## config.mk

```make
export PLATFORM = sky130hd
export DESIGN_NAME = pse_current_supervisor
export DESIGN_NICKNAME = d
export VERILOG_FILES = /design/src/rtl/pse_sup_pkg.sv /design/src/rtl/pse_power_cmp.sv /design/src/rtl/pse_leaky_timer.sv /design/src/rtl/pse_current_supervisor.sv
export SDC_FILE = /design/constraint.sdc
export NUM_CORES = 1
export LEC_CHECK = 0
export ABC_AREA = 1
export CAP_MARGIN = 5
export CORE_MARGIN = 5
export CORE_UTILIZATION = 56
export CTS_CLUSTER_SIZE = 40
export DETAILED_ROUTE_END_ITERATION = 12
export PLACE_DENSITY = 0.78
export SLEW_MARGIN = 10
export SYNTH_ARGS = -nofsm -noshare
export SYNTH_HDL_FRONTEND = slang
export SYNTH_SLANG_ARGS = --single-unit
```

## constraint.sdc

```tcl
create_clock -name clk -period 4.1 [get_ports clk]
set_input_delay 0.82 -clock clk [delete_from_list [all_inputs] [get_ports clk]]
set_output_delay 0.82 -clock clk [all_outputs]
set_load 0.1 [all_outputs]
```

## src/rtl/pse_sup_pkg.sv

```systemverilog
package pse_sup_pkg;
  localparam int CLS_W       = 3;
  localparam int BUDGET_LOW  = 7500;
  localparam int BUDGET_MID  = 16500;
  localparam int BUDGET_HIGH = 33200;
  localparam logic [CLS_W-1:0] CLS_TOP = 3'd4;

  function automatic int budget_mw(input logic [CLS_W-1:0] cls);
    case (cls)
      3'd1, 3'd2: return BUDGET_LOW;
      3'd4:       return BUDGET_HIGH;
      default:    return BUDGET_MID;
    endcase
  endfunction
endpackage

```

## src/rtl/pse_power_cmp.sv

```systemverilog
module pse_power_cmp
  import pse_sup_pkg::*;
#(
  parameter int I_W = 10,
  parameter int V_W = 7
) (
  input  logic             clk,
  input  logic             rst,
  input  logic             clr,
  input  logic [CLS_W-1:0] cls_i,
  input  logic [I_W-1:0]   cur_i,
  input  logic [V_W-1:0]   volt_i,
  output logic             over_o
);
  localparam int P_W = I_W + V_W;

  logic [P_W-1:0] prod_q;
  logic [P_W-1:0] budget_q;

  always_ff @(posedge clk) begin
    if (rst || clr) begin
      prod_q   <= '0;
      budget_q <= '0;
      over_o   <= 1'b0;
    end else begin
      prod_q   <= P_W'(cur_i) * P_W'(volt_i);
      budget_q <= P_W'(budget_mw(cls_i));
      over_o   <= prod_q > budget_q;
    end
  end
endmodule

```

## src/rtl/pse_leaky_timer.sv

```systemverilog
module pse_leaky_timer #(
  parameter int LIMIT     = 60,
  parameter int DOWN_STEP = 1,
  parameter int DOWN_DIV  = 16,
  parameter int C_W       = $clog2(LIMIT + 1)
) (
  input  logic           clk,
  input  logic           rst,
  input  logic           clr,
  input  logic           tick_i,
  input  logic           up_i,
  output logic           hit_o,
  output logic [C_W-1:0] cnt_o
);
  localparam int D_W = (DOWN_DIV > 1) ? $clog2(DOWN_DIV) : 1;

  logic dec_en;

  generate
    if (DOWN_DIV > 1) begin : g_pre
      logic [D_W-1:0] div_q;
      always_ff @(posedge clk) begin
        if (rst || clr) begin
          div_q <= '0;
        end else if (tick_i) begin
          if (up_i || div_q == D_W'(DOWN_DIV - 1)) div_q <= '0;
          else                                     div_q <= div_q + 1'b1;
        end
      end
      assign dec_en = (div_q == D_W'(DOWN_DIV - 1));
    end else begin : g_nopre
      assign dec_en = 1'b1;
    end
  endgenerate

  always_ff @(posedge clk) begin
    if (rst || clr) begin
      cnt_o <= '0;
      hit_o <= 1'b0;
    end else begin
      hit_o <= 1'b0;
      if (tick_i) begin
        if (up_i) begin
          if (cnt_o >= C_W'(LIMIT - 1)) begin
            cnt_o <= C_W'(LIMIT);
            hit_o <= 1'b1;
          end else begin
            cnt_o <= cnt_o + 1'b1;
          end
        end else if (dec_en) begin
          if (cnt_o <= C_W'(DOWN_STEP)) cnt_o <= '0;
          else                          cnt_o <= cnt_o - C_W'(DOWN_STEP);
        end
      end
    end
  end
endmodule

```

## src/rtl/pse_current_supervisor.sv

```systemverilog
module pse_current_supervisor
  import pse_sup_pkg::*;
#(
  parameter int I_W       = 10,
  parameter int V_W       = 7,
  parameter int OC_MS     = 60,
  parameter int OC_DIV    = 16,
  parameter int LIM_MS    = 15,
  parameter int DISC_MS   = 350,
  parameter int DISC_STEP = 10,
  parameter int DISC_MA   = 8,
  parameter int PU_MS     = 5
) (
  input  logic           clk,
  input  logic           rst,
  input  logic           pwr_en_i,
  input  logic           tick_i,
  input  logic [2:0]     cls_i,
  input  logic [I_W-1:0] cur_ma_i,
  input  logic [V_W-1:0] vout_i,
  input  logic           lim_act_i,
  output logic           ilim_sel_o,
  output logic           fault_o,
  output logic           disc_o
);
  localparam int OC_W   = $clog2(OC_MS + 1);
  localparam int LIM_W  = $clog2(LIM_MS + 1);
  localparam int DISC_W = $clog2(DISC_MS + 1);
  localparam int PU_W   = $clog2(PU_MS + 1);

  logic              clr;
  logic              tripped_q;
  logic              tick_run;
  logic              over;
  logic              under_q;
  logic              lim_q;
  logic              oc_hit, lim_hit, disc_hit;
  logic [OC_W-1:0]   oc_cnt;
  logic [LIM_W-1:0]  lim_cnt;
  logic [DISC_W-1:0] disc_cnt;
  logic [PU_W-1:0]   pu_cnt;

  assign clr      = ~pwr_en_i;
  assign tick_run = tick_i & ~tripped_q;

  pse_power_cmp #(.I_W(I_W), .V_W(V_W)) u_cmp (
    .clk(clk), .rst(rst), .clr(clr), .cls_i(cls_i),
    .cur_i(cur_ma_i), .volt_i(vout_i), .over_o(over)
  );

  always_ff @(posedge clk) begin
    if (rst || clr) begin
      under_q <= 1'b0;
      lim_q   <= 1'b0;
    end else begin
      under_q <= cur_ma_i < I_W'(DISC_MA);
      lim_q   <= lim_act_i && (cls_i == CLS_TOP);
    end
  end

  pse_leaky_timer #(.LIMIT(OC_MS), .DOWN_STEP(1), .DOWN_DIV(OC_DIV), .C_W(OC_W)) u_oc (
    .clk(clk), .rst(rst), .clr(clr), .tick_i(tick_run), .up_i(over),
    .hit_o(oc_hit), .cnt_o(oc_cnt)
  );

  pse_leaky_timer #(.LIMIT(LIM_MS), .DOWN_STEP(LIM_MS), .DOWN_DIV(1), .C_W(LIM_W)) u_lim (
    .clk(clk), .rst(rst), .clr(clr), .tick_i(tick_run), .up_i(lim_q),
    .hit_o(lim_hit), .cnt_o(lim_cnt)
  );

  pse_leaky_timer #(.LIMIT(DISC_MS), .DOWN_STEP(DISC_STEP), .DOWN_DIV(1), .C_W(DISC_W)) u_disc (
    .clk(clk), .rst(rst), .clr(clr), .tick_i(tick_run), .up_i(under_q),
    .hit_o(disc_hit), .cnt_o(disc_cnt)
  );

  always_ff @(posedge clk) begin
    if (rst || clr) begin
      tripped_q  <= 1'b0;
      fault_o    <= 1'b0;
      disc_o     <= 1'b0;
      pu_cnt     <= '0;
      ilim_sel_o <= 1'b0;
    end else begin
      fault_o    <= (oc_hit | lim_hit) & ~tripped_q;
      disc_o     <= disc_hit & ~(oc_hit | lim_hit) & ~tripped_q;
      tripped_q  <= tripped_q | oc_hit | lim_hit | disc_hit;
      if (tick_i && pu_cnt != PU_W'(PU_MS)) pu_cnt <= pu_cnt + 1'b1;
      ilim_sel_o <= (cls_i == CLS_TOP) && (pu_cnt == PU_W'(PU_MS));
    end
  end
endmodule

```

==> flow_metrics.tcl <==
set metrics [dict create \
    criticalPathCategory "input port to flop" \
    slew_viol_final 0 \
    dp_hpwl_um 9826 \
    synth-seq-cells 59 \
    io_pins 28 \
    rows 36 \
    critPathCaptureType "flop" \
    yosysUniqueCellTypes 36 \
    start_util 0.5728 \
    nFillCells 877 \
    drive_gt1_frac 0.1594 \
    cts_buffers 9 \
    port_buffers 27 \
    cp_num_buf_inv 5 \
    p_comb_frac 0.575 \
    critPathMaxStageDelay_ps 510 \
    yosysSeqAreaShare 0.2109 \
    cpMostUsedCell "nand2_1" \
    rsz0062_at_grt "yes" \
    clock.fmax_mhz 248.3 \
    crit_required_ps 4370 \
    regArea_um2 1181 \
    reg2reg_slack_ps 2320 \
    post_synth.cell_area_avg_um2 6.879 \
    worstMarginPinSlew_ps 968.5 \
    netlist_instances 814 \
    power_density_nw_per_um2 430.7 \
    reg2reg_depth 11 \
    grt_pass1_wl_um 21890 \
    p_clk_frac 0.189 \
    drc_errors 0 \
    overflow 0 \
    clock_skew_ps 8.603 \
    placed_cell_area_um2 6280 \
    hold_violations 0 \
    cp_cell_sequence "buf_2 -> nand2_1 -> inv_1 -> fa_1 -> fa_1 -> fa_1 -> inv_1 -> fa_1 -> inv_2 -> ha_4 -> nand2_1 -> inv_1 -> nand2_1 -> nor3_2 -> nand2_1 -> nand3_1 -> nand2_1 -> nor2_1" \
    first_global_vias 5087 \
    nets 992 \
    synth_area_um2 5599 \
    min_path_type "flop to flop" \
    ctsHtreeMaxLevel 3 \
    layout_commonest_cell "nand2_1" \
    cts-hold-fix-buffers 0 \
    switchingPower_mw 1.205 \
    cts_tree "done" \
    fin_crit_sh 0.9823 \
    antennaDiodeCount 0 \
    die_x_um 110.0 \
    syn_nets 939 \
    grt_max_degree 32 \
    multiInputGateArea_um2 3827 \
    via_per_inst 5.094 \
    timing.final.crit_period_ps 4027 \
    run_status "finished clean" \
    gp_congestion 0.8685 \
    vdd_drop_max_v 0.0002294 \
    fin_util 0.6672 \
    coreArea_um2 9774 \
    vias 5119 \
    holdPathStages 1 \
    cp-start-kind "input port" \
    drtIter0Drc 269 \
    cap_violations 0 \
    ant_nets 0 \
    die_area_um2 12100 \
    slew_headroom 0.3523 \
    wl_per_cell_um 12.64 \
    track_usage 0.2241 \
    synth.area.top_cells "dfxtp_1, fa_1, ha_1" \
    cts_buffer_depth 2 \
    fin_area_um2 6521 \
    ys.warnings.count 0 \
    crit-reg2reg-launch "u_disc.cnt_o[1]$_SDFFE_PP0P_" \
    intPower_mw 1.604 \
    min-delay-start "tripped_q$_SDFF_PP0_" \
    cts_root_buf "clkbuf_8" \
    mostFrequentLayoutCells "nand2_1, inv_1, nor2_1" \
    cpLargestDelayFamily "adder cells" \
    yosysTopAreaCell "dfxtp_1" \
    antenna_found_initial 0 \
    die_h_um 110.0 \
    setup_viol 0 \
    fin_cells 1005 \
    p_leak_nw 3.510 \
    worstPathMaxFanout 8 \
    r2r-end "u_disc.cnt_o[4]$_SDFFE_PP0P_" \
    clock-sinks 59 \
    firstDrtPassIters 5 \
    wl_um 12710 \
    min_to "fault_o$_SDFF_PP0_" \
    critPathArrivalTime_ps 4300 \
    placed_cells 988 \
    seq_power_share 0.236 \
    syn2layout_area_growth_pct 16.47 \
    slowest_stage "fa_1" \
    p_sw_frac 0.4289 \
    clk_pin_slew_ps 70 \
    netlist.area_leader.share 0.2109 \
    clock_latency_ps 340 \
]
==> final cells by class <==
class | instances | share of cell area
Clock inverter | 7 | 0.01190
Multi-Input combinational cell | 561 | 0.5869
Sequential cell | 59 | 0.1811
Clock buffer | 9 | 0.01899
Timing Repair Buffer | 66 | 0.07771
Tap cell | 133 | 0.02552
Inverter | 170 | 0.09785
==> synth_stat cells (all sizes together) <==
master	n
nand2	210
inv	170
nor2	79
ha	61
dfxtp	59
a21oi	51
nand3	46
fa	39
o21ai	30
clkbuf	13
nor3	12
buf	11
xor2	10
nand4	4
xnor2	4
a31oi	3
o211ai	3
nand3b	2
nor4	2
a211oi	1
a21o	1
and3	1
o21a	1
o21bai	1
==> worst max-delay path by stage <==
stage	depth (start not counted)	end	start
after floorplan	17	u_cmp.prod_q[15]$_SDFF_PP0_	vout_i[4]
after global placement	18	u_cmp.prod_q[15]$_SDFF_PP0_	cur_ma_i[5]
after detailed placement	18	u_cmp.prod_q[15]$_SDFF_PP0_	vout_i[1]
after CTS	18	u_cmp.prod_q[12]$_SDFF_PP0_	cur_ma_i[2]
after global routing	18	u_cmp.prod_q[16]$_SDFF_PP0_	cur_ma_i[5]
final	18	u_cmp.prod_q[16]$_SDFF_PP0_	cur_ma_i[5]
==> per-stage QoR <==
stage	power [mW]	hold WS, ps	worst slack (ps)	setup TNS (ps)
finish	2.809	448.0	72.74	0
global route	3.050	466.7	-54.66	-91.54
CTS	2.689	451.5	11.15	0
detailed placement	2.104	437.8	-702.6	-6769
global placement	2.052	433.2	-615.3	-5940
floorplan	1.697	423.8	-0.1141	-0.1141
==> flip-flops by register name (all words and copies together) (netlist names), 3 cells and up <==
| register | count |
|---|---|
| u_cmp.budget_q | 6 |
| u_oc.g_pre.div_q | 4 |
| u_disc.cnt_o | 9 |
| u_lim.cnt_o | 4 |
| pu_cnt | 3 |
| u_cmp.prod_q | 17 |
| u_oc.cnt_o | 6 |
==> per-layer routing <==
layer	up-vias	part of all wire	global-route usage
met5	-	0	0
met1	2366	0.46	0.2891
li1	2607	-	-
met2	124	0.48	0.3895
met4	0	0.016	0.05966
met3	22	0.044	0.03611
==> what timing repair did <==
item	CTS	global route
pin swaps	9	16
resized for setup	40	48
setup buffers	1	0
setup endpoints to repair	10	10
==> power by group through the flow <==
stage	clock (mW)	sequential, mW	combinational (mW)
after CTS	0.540	0.662	1.49
final	0.532	0.663	1.61
after detailed placement	0	0.675	1.43
after floorplan	0	0.661	1.04
after global placement	0	0.673	1.38
after global routing	0.568	0.671	1.81
==> logic make-up (layout without fill, tap and decap cells) <==
logic type                 after synthesis  in the layout  share of synthesized area
AOI/OAI and AO/OA                       91             91                    0.09118
xor gates and xnor gates                14             14                    0.02190
adders and majority gates              100            100                     0.2758
buffers and inverters                  194            252                     0.1325
DFF                                     59             59                     0.2109
and+or+nand+nor                        356            356                     0.2677
Power figures use the tool's default switching activity.
